[config.mk]
export PLATFORM = sky130hd
export DESIGN_NAME = subrange_seq
export DESIGN_NICKNAME = d
export VERILOG_FILES = /design/src/rtl/subrange_pkg.sv /design/src/rtl/subrange_timer.sv /design/src/rtl/subrange_ctrl.sv /design/src/rtl/subrange_correct.sv /design/src/rtl/subrange_seq.sv
export SDC_FILE = /design/constraint.sdc
export NUM_CORES = 1
export LEC_CHECK = 0
export ABC_AREA = 1
export CELL_PAD_IN_SITES_DETAIL_PLACEMENT = 2
export CELL_PAD_IN_SITES_GLOBAL_PLACEMENT = 2
export CORE_MARGIN = 5
export CORE_UTILIZATION = 25
export CTS_BUF_LIST = sky130_fd_sc_hd__clkbuf_4
export DETAILED_ROUTE_END_ITERATION = 8
export DONT_BUFFER_PORTS = 1
export PLACE_DENSITY_LB_ADDON = 0.1
export SETUP_SLACK_MARGIN = 0.3
export SLEW_MARGIN = 10
export SYNTH_ARGS = -nofsm -noshare
export SYNTH_HDL_FRONTEND = slang
export SYNTH_SLANG_ARGS = --single-unit
[constraint.sdc]
create_clock -name clk -period 2.7 [get_ports clk]
set_clock_uncertainty 0.15 [all_clocks]
set_input_delay 0.27 -clock clk [delete_from_list [all_inputs] [get_ports clk]]
set_output_delay 0.27 -clock clk [all_outputs]
set_load 0.05 [all_outputs]
[src/rtl/subrange_pkg.sv]
package subrange_pkg;

    typedef enum logic [2:0] {
        SEQ_IDLE,
        SEQ_COARSE,
        SEQ_SETTLE,
        SEQ_FINE,
        SEQ_COMBINE
    } seq_state_e;

    // Which value the wait counter is loaded with
    typedef enum logic [1:0] {
        LD_CAP_LIVE,
        LD_SETTLE,
        LD_CAP_HELD
    } wait_sel_e;

endpackage

[src/rtl/subrange_timer.sv]
module subrange_timer #(
    parameter int CNT_W = 8
) (
    input  logic             clk,
    input  logic             rst_n,
    input  logic             load_i,
    input  logic [CNT_W-1:0] load_val_i,
    output logic             zero_o
);

    logic [CNT_W-1:0] cnt_q;

    always_ff @(posedge clk) begin
        if (!rst_n) begin
            cnt_q <= '0;
        end else if (load_i) begin
            cnt_q <= load_val_i;
        end else if (cnt_q != '0) begin
            cnt_q <= cnt_q - 1'b1;
        end
    end

    assign zero_o = (cnt_q == '0);

endmodule

[src/rtl/subrange_ctrl.sv]
module subrange_ctrl
    import subrange_pkg::*;
(
    input  logic      clk,
    input  logic      rst_n,
    input  logic      start_i,
    input  logic      tmr_zero_i,
    output logic      tmr_load_o,
    output wait_sel_e tmr_sel_o,
    output logic      accept_o,
    output logic      cap_coarse_o,
    output logic      cap_fine_o,
    output logic      finish_o,
    output logic      hold_o
);

    seq_state_e state_q;
    seq_state_e state_d;

    // State register
    always_ff @(posedge clk) begin
        if (!rst_n) begin
            state_q <= SEQ_IDLE;
        end else begin
            state_q <= state_d;
        end
    end

    // Transitions
    always_comb begin
        state_d = state_q;
        unique case (state_q)
            SEQ_IDLE:    if (start_i)    state_d = SEQ_COARSE;
            SEQ_COARSE:  if (tmr_zero_i) state_d = SEQ_SETTLE;
            SEQ_SETTLE:  if (tmr_zero_i) state_d = SEQ_FINE;
            SEQ_FINE:    if (tmr_zero_i) state_d = SEQ_COMBINE;
            SEQ_COMBINE: state_d = SEQ_IDLE;
            default:     state_d = SEQ_IDLE;
        endcase
    end

    // Outputs
    always_comb begin
        tmr_load_o   = 1'b0;
        tmr_sel_o    = LD_CAP_LIVE;
        accept_o     = 1'b0;
        cap_coarse_o = 1'b0;
        cap_fine_o   = 1'b0;
        finish_o     = 1'b0;
        hold_o       = 1'b0;
        unique case (state_q)
            SEQ_IDLE: begin
                if (start_i) begin
                    tmr_load_o = 1'b1;
                    tmr_sel_o  = LD_CAP_LIVE;
                    accept_o   = 1'b1;
                end
            end
            SEQ_COARSE: begin
                hold_o = 1'b1;
                if (tmr_zero_i) begin
                    tmr_load_o   = 1'b1;
                    tmr_sel_o    = LD_SETTLE;
                    cap_coarse_o = 1'b1;
                end
            end
            SEQ_SETTLE: begin
                hold_o = 1'b1;
                if (tmr_zero_i) begin
                    tmr_load_o = 1'b1;
                    tmr_sel_o  = LD_CAP_HELD;
                end
            end
            SEQ_FINE: begin
                hold_o = 1'b1;
                if (tmr_zero_i) begin
                    cap_fine_o = 1'b1;
                end
            end
            SEQ_COMBINE: begin
                finish_o = 1'b1;
            end
            default: begin
                finish_o = 1'b0;
            end
        endcase
    end

endmodule

[src/rtl/subrange_correct.sv]
module subrange_correct #(
    parameter int CW = 6,
    parameter int FW = 7,
    parameter int RW = 12
) (
    input  logic [CW-1:0] coarse_i,
    input  logic [FW-1:0] fine_i,
    input  logic          fine_ovf_i,
    output logic [RW-1:0] value_o,
    output logic          clamp_o
);

    localparam int SUM_W = RW + 2;
    localparam int SHIFT = FW - 1;
    localparam logic signed [SUM_W-1:0] MAX_S = SUM_W'((64'd1 << RW) - 64'd1);

    logic signed [SUM_W-1:0] coarse_s;
    logic signed [SUM_W-1:0] biased_s;
    logic signed [SUM_W-1:0] fine_s;
    logic signed [SUM_W-1:0] sum_s;

    always_comb begin
        coarse_s = SUM_W'(coarse_i);
        biased_s = (coarse_s - SUM_W'(1)) <<< SHIFT;
        fine_s   = fine_ovf_i ? (SUM_W'(1) <<< FW) : SUM_W'(fine_i);
        sum_s    = biased_s + fine_s;
        if (coarse_i == '0 || sum_s[SUM_W-1]) begin
            value_o = '0;
            clamp_o = 1'b1;
        end else if (sum_s > MAX_S) begin
            value_o = '1;
            clamp_o = 1'b1;
        end else begin
            value_o = sum_s[RW-1:0];
            clamp_o = 1'b0;
        end
    end

endmodule

[src/rtl/subrange_seq.sv]
module subrange_seq
    import subrange_pkg::*;
#(
    parameter int COARSE_W = 6,
    parameter int CNT_W    = 8
) (
    input  logic                  clk,
    input  logic                  rst_n,
    input  logic                  start_i,
    input  logic [CNT_W-1:0]      capture_wait_i,
    input  logic [CNT_W-1:0]      settle_wait_i,
    input  logic [COARSE_W-1:0]   coarse_code_i,
    input  logic [COARSE_W:0]     fine_code_i,
    input  logic                  fine_ovf_i,
    output logic [COARSE_W-1:0]   dac_code_o,
    output logic                  dac_load_o,
    output logic                  hold_o,
    output logic [2*COARSE_W-1:0] result_o,
    output logic                  done_o,
    output logic                  out_of_range_o
);

    localparam int FINE_W = COARSE_W + 1;
    localparam int RES_W  = 2 * COARSE_W;

    logic             tmr_load;
    logic             tmr_zero;
    wait_sel_e        tmr_sel;
    logic [CNT_W-1:0] tmr_val;
    logic             accept;
    logic             cap_coarse;
    logic             cap_fine;
    logic             finish;

    logic [CNT_W-1:0]    cap_wait_q;
    logic [CNT_W-1:0]    settle_wait_q;
    logic [COARSE_W-1:0] coarse_q;
    logic [FINE_W-1:0]   fine_q;
    logic                fine_ovf_q;
    logic                dac_load_q;
    logic [RES_W-1:0]    result_q;
    logic                oor_q;
    logic                done_q;
    logic [RES_W-1:0]    corr_val;
    logic                corr_clamp;

    subrange_ctrl ctrl_i (
        .clk          (clk),
        .rst_n        (rst_n),
        .start_i      (start_i),
        .tmr_zero_i   (tmr_zero),
        .tmr_load_o   (tmr_load),
        .tmr_sel_o    (tmr_sel),
        .accept_o     (accept),
        .cap_coarse_o (cap_coarse),
        .cap_fine_o   (cap_fine),
        .finish_o     (finish),
        .hold_o       (hold_o)
    );

    always_comb begin
        unique case (tmr_sel)
            LD_CAP_LIVE: tmr_val = capture_wait_i;
            LD_SETTLE:   tmr_val = settle_wait_q;
            LD_CAP_HELD: tmr_val = cap_wait_q;
            default:     tmr_val = cap_wait_q;
        endcase
    end

    subrange_timer #(.CNT_W(CNT_W)) timer_i (
        .clk        (clk),
        .rst_n      (rst_n),
        .load_i     (tmr_load),
        .load_val_i (tmr_val),
        .zero_o     (tmr_zero)
    );

    subrange_correct #(.CW(COARSE_W), .FW(FINE_W), .RW(RES_W)) correct_i (
        .coarse_i   (coarse_q),
        .fine_i     (fine_q),
        .fine_ovf_i (fine_ovf_q),
        .value_o    (corr_val),
        .clamp_o    (corr_clamp)
    );

    always_ff @(posedge clk) begin
        if (!rst_n) begin
            cap_wait_q    <= '0;
            settle_wait_q <= '0;
            coarse_q      <= '0;
            fine_q        <= '0;
            fine_ovf_q    <= 1'b0;
            dac_load_q    <= 1'b0;
            result_q      <= '0;
            oor_q         <= 1'b0;
            done_q        <= 1'b0;
        end else begin
            dac_load_q <= cap_coarse;
            done_q     <= finish;
            if (accept) begin
                cap_wait_q    <= capture_wait_i;
                settle_wait_q <= settle_wait_i;
            end
            if (cap_coarse) begin
                coarse_q <= coarse_code_i;
            end
            if (cap_fine) begin
                fine_q     <= fine_code_i;
                fine_ovf_q <= fine_ovf_i;
            end
            if (finish) begin
                result_q <= corr_val;
                oor_q    <= corr_clamp;
            end
        end
    end

    assign dac_code_o     = coarse_q;
    assign dac_load_o     = dac_load_q;
    assign result_o       = result_q;
    assign out_of_range_o = oor_q;
    assign done_o         = done_q;

endmodule

==> metrics.log, run 1 <==
INFO  metric area_overhead_of_the_layout_relative_to_synthesis = 21.0%
INFO  metric start_util = 25.4%
INFO  metric fin_nets = 467
INFO  metric groute.usage.overall = between 10% and 20%
INFO  metric pin_count = 55
INFO  metric grt_pass1_vias = 2922
INFO  metric final_cell_area = 3480 um2
INFO  metric final_cell_mix = sky130_fd_sc_hd__nand2_1 (86), sky130_fd_sc_hd__dfxtp_1 (54), sky130_fd_sc_hd__nor2_1 (41)
INFO  metric worst_slew_pin_slew = 0.550 ns
INFO  metric remaining_drc_errors = 0
INFO  metric core_region_area = 11300 um2
INFO  metric source_to_sink_clock_delay_at_the_later_pin_of_the_worst_skew_pair = between 0.4 and 0.5 ns
INFO  metric ys_warn_count = 0
INFO  metric reg2reg_from = dac_code_o[0]
INFO  metric die_height = 117 um
INFO  metric grt.met1_usage = 15.8%
INFO  metric portBuffers = 0
INFO  metric final_common_cell = sky130_fd_sc_hd__nand2_1
INFO  metric clkSinkCount = 56
INFO  metric postLayoutSetupSlackWorst = roughly 0.50 ns
INFO  metric route.detailed.wl_per_inst = 15.4 um
INFO  metric flop_and_latch_count_out_of_synthesis = 56
INFO  metric total_detailed_routing_wirelength = 8820 um
INFO  metric cts_buffers = 5
INFO  metric maxCapViolations = 0
INFO  metric crit_type = flop to flop
INFO  metric report.final.slew_viol_count = 0
INFO  metric rsz0062_at_grt = yes
INFO  metric ant_nets = 0
INFO  metric clock_tree_from_tritoncts = done
INFO  metric drtIter0Drc = 70
INFO  metric post_dp_area = between 3000 and 4000 um2
INFO  metric totalPowerFinal = 2.94 mW
INFO  metric crit_path_end_kind = flop
INFO  metric worst_ir_drop_vdd = 0.301 mV
INFO  metric stdcell_count = 574
INFO  metric dieArea = 13700 um2
INFO  metric grt_overflow = 0
INFO  metric clock_tree.buffer_depth = 2
INFO  metric worst_setup_hold_path_clk_slew = 0.18 ns
INFO  metric worst_setup_path_start_kind = flop
INFO  metric syn_nets = 430
INFO  metric dp_hpwl = between 6000 and 7000 um
INFO  metric clock.fmax = 455 MHz
INFO  metric viasPerCell = 4.61
INFO  metric drive_above_1_share = 17.9%
INFO  metric cp-startpoint = dac_code_o[0]
INFO  metric grt_start_max_net_pins = 30
INFO  metric yosys.cell_types.count = 33
INFO  metric die_span_x = between 100 and 150 um
INFO  metric cp_max_fanout = 12
INFO  metric synthDominantAreaCellType = sky130_fd_sc_hd__dfxtp_1
INFO  metric most_used_routing_layer = met2
INFO  metric firstDrtPassIters = 4
INFO  metric p_leak = 1.40 nW
INFO  metric synthesis.area = 2870 um2
INFO  metric setup-tns-final = 0 ns
INFO  metric vias = 2645
INFO  metric min_from = capture_wait_i[2]
INFO  metric cts_max_level = 2
INFO  metric final.min_clock_period = 2.20 ns
INFO  metric gr_met3_demand_resource = 3.80%
INFO  metric core_utilization_of_the_finished_layout = 30.7%
INFO  metric post_synth_main_area_contributors = sky130_fd_sc_hd__dfxtp_1 (39%), sky130_fd_sc_hd__nand2_1 (11%), sky130_fd_sc_hd__o21ai_0 (5.7%)
INFO  metric worst-endpoint-arrival = ~2.4 ns
INFO  metric synthesis.instances = 392
INFO  metric whs = 0.0467 ns
INFO  metric root_buffer = sky130_fd_sc_hd__clkbuf_4
INFO  metric outcome = completed
INFO  metric min_path_type = input port to flop
INFO  metric grt_pass1_wl = 14600 um
INFO  metric rows = 39
INFO  metric place_worst_setup_slack = 0.375 ns
INFO  metric initial_antenna_violation_count = 1
INFO  metric synth-seq-area-share = 39.0%
INFO  metric synth.avg_cell_area = 7.33 um2
INFO  metric required = 2.93 ns
INFO  metric setup-violations-final = 0
INFO  metric power.density_cell_area = 846 nW/um2
INFO  metric gr-usage-met2 = about a quarter
INFO  metric dp_cells = 531
INFO  metric yosys.area.top_type_share = 39.0%
INFO  metric timing.slew.headroom = 63.3%
INFO  metric fin_crit_sh = about 80%
INFO  metric hold_violations = 0
INFO  metric gp_congestion = 0.726
==> area by class of cell <==
type                       count  area (um2)
timing repair buffer          44         427
multi-input combinational    280        1530
sequential                    56        1120
tap                          143         179
clock buffer                   5        37.5
fill                        1325        7840
clock inverter                 3        23.8
inverter                      42         158
antenna                        1        2.50
==> Yosys cell counts (all sizes together) <==
| cell | instances |
|---|---|
| a211oi | 1 |
| a21oi | 39 |
| a31oi | 1 |
| buf | 9 |
| clkbuf | 5 |
| dfxtp | 56 |
| fa | 1 |
| ha | 4 |
| inv | 42 |
| nand2 | 100 |
| nand3 | 33 |
| nand4 | 3 |
| nor2 | 50 |
| nor3 | 1 |
| o211a | 2 |
| o21ai | 37 |
| o221a | 1 |
| or2 | 2 |
| xnor2 | 2 |
| xor2 | 3 |
==> cell families (layout without fill, tap and decap cells) <==
logic type	after synthesis	count (layout)	synth area share (%)
compound gates	81	81	16.5
xor+xnor	5	5	1.52
fa+ha+maj	5	5	2.44
buf+inv	56	94	8.40
flops	56	56	39.0
other cells	0	1	0
simple gates	189	189	32.1
==> where the power goes <==
part	total [mW]	switching [mW]	internal [mW]	leakage [nW]
Combinational	1.43	0.947	0.486	0.919
Clock	0.416	0.313	0.103	0.0274
Sequential	1.09	0.120	0.973	0.458
==> worst paths after layout <==
check / to / slack, ns / depth (start not counted)
setup reg to reg: result_o[0] / 0.50 / 12
setup / recovery: result_o[0] / 0.50 / 12
hold reg to reg: fine_q[3] / 0.32 / 2
hold / removal: timer_i.cnt_q[2] / 0.05 / 4
==> per-layer routing <==
metal  share of wire (%)  vias up
met4                 1.3        0
met2                  51       34
li1                    -     1334
met3                 4.1        6
met1                  44     1271
met5                   0        -
==> state kept, by name (all words and copies together) (netlist names) <==
| register | flops |
|---|---|
| settle_wait_q | 8 |
| fine_ovf_q | 1 |
| dac_code_o | 6 |
| ctrl_i.state_q | 3 |
| out_of_range_o | 1 |
| cap_wait_q | 8 |
| fine_q | 7 |
| dac_load_o | 1 |
| result_o | 12 |
| timer_i.cnt_q | 8 |
| done_o | 1 |
==> worst max-delay path, stage by stage (launching register included) <==
cell and delay (ns):
sky130_fd_sc_hd__dfxtp_2 0.37, sky130_fd_sc_hd__inv_1 0.09, sky130_fd_sc_hd__ha_1 0.29, sky130_fd_sc_hd__inv_1 0.06, sky130_fd_sc_hd__fa_1 0.41, sky130_fd_sc_hd__inv_2 0.09, sky130_fd_sc_hd__nor2_4 0.05, sky130_fd_sc_hd__a21oi_1 0.14
sky130_fd_sc_hd__nand2_1 0.08, sky130_fd_sc_hd__buf_6 0.16, sky130_fd_sc_hd__nand3_1 0.07, sky130_fd_sc_hd__nand2_1 0.07, sky130_fd_sc_hd__a21oi_2 0.12
==> repair_timing <==
item                       CTS  global route
hold buffers                33             0
hold endpoints to repair    38             0
setup endpoints to repair    0            12
resized for setup            0             5
buffers inserted             0             1
Power figures use the tool's default switching activity.
==> run 2, diff against run 1 <==
==> constraint.sdc (replaced) <==
create_clock -name clk -period 2.2 [get_ports clk]
set_clock_uncertainty 0.15 [all_clocks]
set_input_delay 0.22 -clock clk [delete_from_list [all_inputs] [get_ports clk]]
set_output_delay 0.22 -clock clk [all_outputs]
set_load 0.05 [all_outputs]
==> run 2 against run 1 <==
Final cell count increased by 4.5%. Sequential cell count unchanged. Critical path depth increased by 2. Fmax increased by 7.7%. Sequential power increased by 25%. Clock-buffer cell count increased by 1. Critical endpoint is now result_o[11]. Largest power group unchanged.
==> metrics.log, run 2 (same netlist as run 1, synthesis figures left out) <==
INFO  metric crit_path_end_kind = flop
INFO  metric p_leak = 1.61 nW (+14%)
INFO  metric grt_overflow = 0 (unchanged)
INFO  metric final_cell_area = 3930 um2 (+13%)
INFO  metric source_to_sink_clock_delay_at_the_later_pin_of_the_worst_skew_pair = 0.40 ns (-0.03 ns)
INFO  metric fin_nets = 494 (+5.8%)
INFO  metric gp_congestion = 0.740 (+1.9%)
INFO  metric pin_count = 55 (unchanged)
INFO  metric worst_setup_hold_path_clk_slew = 0.17 ns (about the same)
INFO  metric viasPerCell = 4.67 (+1.2%)
INFO  metric r2r_slack = 0.16 ns (-0.34 ns)
INFO  metric worst_slew_pin_slew = 0.558 ns (+0.00773 ns)
INFO  metric power.combinational.fraction = 54.2% (+5.5 points)
INFO  metric fin_crit_sh = 92.8% (+11 points)
INFO  metric switchingPower = 1.92 mW (+39%)
INFO  metric vias = 2799 (+5.8%)
INFO  metric die_span_x = 117 um (unchanged)
INFO  metric post_dp_area = 3120 um2 (+2.4%)
INFO  metric power.density_cell_area = 1090 nW/um2 (+29%)
INFO  metric hold_violations = 0 (unchanged)
INFO  metric cp_max_fanout = 3 (-9)
INFO  metric sequential_share_of_power = 31.8% (-5.4 points)
INFO  metric portBuffers = 0 (unchanged)
INFO  metric dp_cells = 533 (+0.38%)
INFO  metric required = 2.39 ns (-0.54 ns)
INFO  metric grt_start_max_net_pins = 29 (-3.3%)
INFO  metric dieArea = 13700 um2 (unchanged)
INFO  metric largest_register_ffs = 12 (unchanged)
INFO  metric worst_ir_drop_vdd = 0.402 mV (+33%)
INFO  metric worst_setup_path_start_kind = flop
INFO  metric clock_tree_from_tritoncts = done
INFO  metric antenna-diode-count = 0 (-1)
INFO  metric dp_hpwl = 6460 um (-1.0%)
INFO  metric whs_endpoint = timer_i.cnt_q[3]
INFO  metric groute.usage.overall = 14.7% (+0.87 points)
INFO  metric setup-tns-final = 0 ns (unchanged)
INFO  metric area_overhead_of_the_layout_relative_to_synthesis = 36.8%
INFO  metric reg2reg_from = dac_code_o[1]
INFO  metric clock.fmax = 490 MHz (+7.7%)
INFO  metric rsz0062_at_grt = yes
INFO  metric ant_nets = 0 (unchanged)
INFO  metric final_cell_mix = sky130_fd_sc_hd__nand2_1 (80), sky130_fd_sc_hd__dfxtp_1 (49), sky130_fd_sc_hd__nor2_1 (39)
INFO  metric outcome = completed
INFO  metric die_height = 117 um (unchanged)
INFO  metric clock_tree.buffer_depth = 2 (unchanged)
INFO  metric final.min_clock_period = 2.04 ns (-0.156 ns)
INFO  metric whs_path_depth = 4 (unchanged)
INFO  metric power_frac_clock = 14.0% (-0.2 points)
INFO  metric route.detailed.wl_per_inst = 16.4 um (+6.5%)
INFO  metric grt_pass1_vias = 2985 (+2.2%)
INFO  metric timing.slew.headroom = 62.8% (-0.52 points)
INFO  metric root_buffer = sky130_fd_sc_hd__clkbuf_4
INFO  metric r2r_cells = 14 (+2)
INFO  metric total_detailed_routing_wirelength = 9820 um (+11%)
INFO  metric maxCapViolations = 0 (unchanged)
INFO  metric drive_above_1_share = 29.3% (+11 points)
INFO  metric crit_type = flop to flop
INFO  metric clkSinkCount = 56 (unchanged)
INFO  metric r2r_end = result_o[11]
INFO  metric stdcell_count = 600 (+4.5%)
INFO  metric cts_max_level = 2 (unchanged)
INFO  metric cell_internal_pwr = 2.36 mW (+51%)
INFO  metric rows = 39 (unchanged)
INFO  metric start_util = 25.4% (unchanged)
INFO  metric remaining_drc_errors = 0 (unchanged)
INFO  metric core_utilization_of_the_finished_layout = 34.7% (+4.0 points)
INFO  metric drtIter0Drc = 127 (+81%)
INFO  metric grt_pass1_wl = 15400 um (+5.3%)
INFO  metric worst-endpoint-arrival = 2.24 ns (-0.19 ns)
INFO  metric cts_buffers = 5 (unchanged)
INFO  metric initial_antenna_violation_count = 0 (-1)
INFO  metric final_common_cell = sky130_fd_sc_hd__nand2_1
INFO  metric core_region_area = 11300 um2 (unchanged)
INFO  metric min_path_type = input port to flop
INFO  metric sw_frac_of_total = 44.9% (-2.1 points)
INFO  metric firstDrtPassIters = 4 (unchanged)
INFO  metric min_from = capture_wait_i[3]
INFO  metric num-fill-cells = 1306 (-1.4%)
INFO  metric setup-violations-final = 0 (unchanged)
INFO  metric report.final.slew_viol_count = 0 (unchanged)
run 2: how the worst max path moves through the flow:
stage | start | end | slack [ns]
2_1_floorplan | dac_code_o[0] | result_o[1] | 0.16
4_1_cts | dac_code_o[0] | result_o[0] | 0.12
3_3_place_gp | fine_ovf_q | result_o[11] | 0.05
6_report | dac_code_o[1] | result_o[11] | 0.16
3_5_place_dp | fine_ovf_q | result_o[0] | -0.05
5_1_grt | dac_code_o[0] | result_o[0] | 0.07
run 2: cell type report:
cell class | instances | area [um2] | area share [%]
Clock buffer | 6 | 45.0 | 1.15
Clock inverter | 2 | 35.0 | 0.891
Tap cell | 143 | 179 | 4.55
Multi-Input combinational cell | 282 | 1690 | 42.9
Sequential cell | 56 | 1140 | 28.9
Timing Repair Buffer | 69 | 679 | 17.3
Inverter | 42 | 170 | 4.33
run 2: worst max-delay path: stages (launching register included):
cell and delay [ns]:
sky130_fd_sc_hd__dfxtp_4 0.39, sky130_fd_sc_hd__inv_4 0.04, sky130_fd_sc_hd__ha_4 0.26, sky130_fd_sc_hd__inv_4 0.04, sky130_fd_sc_hd__ha_4 0.26, sky130_fd_sc_hd__a21oi_4 0.05, sky130_fd_sc_hd__nor2_4 0.09, sky130_fd_sc_hd__nand3_2 0.10
sky130_fd_sc_hd__buf_6 0.13, sky130_fd_sc_hd__buf_4 0.12, sky130_fd_sc_hd__nand2_2 0.05, sky130_fd_sc_hd__nand2_2 0.06, sky130_fd_sc_hd__nand3_2 0.07, sky130_fd_sc_hd__nand2_2 0.05, sky130_fd_sc_hd__a21oi_2 0.13
run 2: stage by stage:
step / hold WS [ns] / setup slack [ns] / total power [mW]
after floorplan: 0.205 / 0.160 / 2.69
after global placement: 0.207 / 0.0497 / 3.11
after detailed placement: 0.216 / -0.0507 / 3.15
after CTS: 0.0169 / 0.122 / 4.12
after global routing: 0.0255 / 0.0657 / 4.64
final: 0.0340 / 0.159 / 4.28
run 2: timing repair:
item                       in CTS  in global routing
hold buffers                   33                  0
resized for setup              25                 21
hold endpoints to repair       39                  0
pin swaps                      14                 19
setup endpoints to repair      36                 31
buffers inserted               14                  8
cloned                          3                  1
run 2: power by group through the flow:
stage	registers [mW]	clock network (mW)	logic, mW
finish	1.36	0.598	2.32
global route	1.39	0.683	2.56
CTS	1.35	0.645	2.13
detailed placement	1.37	0	1.77
global placement	1.37	0	1.75
floorplan	1.40	0	1.29
run 2: metal layers:
layer | GRT usage, % | vias to the layer above | share of wire, %
met1 | 15.9 | 1351 | 41
met5 | 0 | - | 0
met4 | 4.66 | 0 | 1.7
met2 | 28.4 | 42 | 54
li1 | - | 1393 | -
met3 | 2.78 | 13 | 3.5
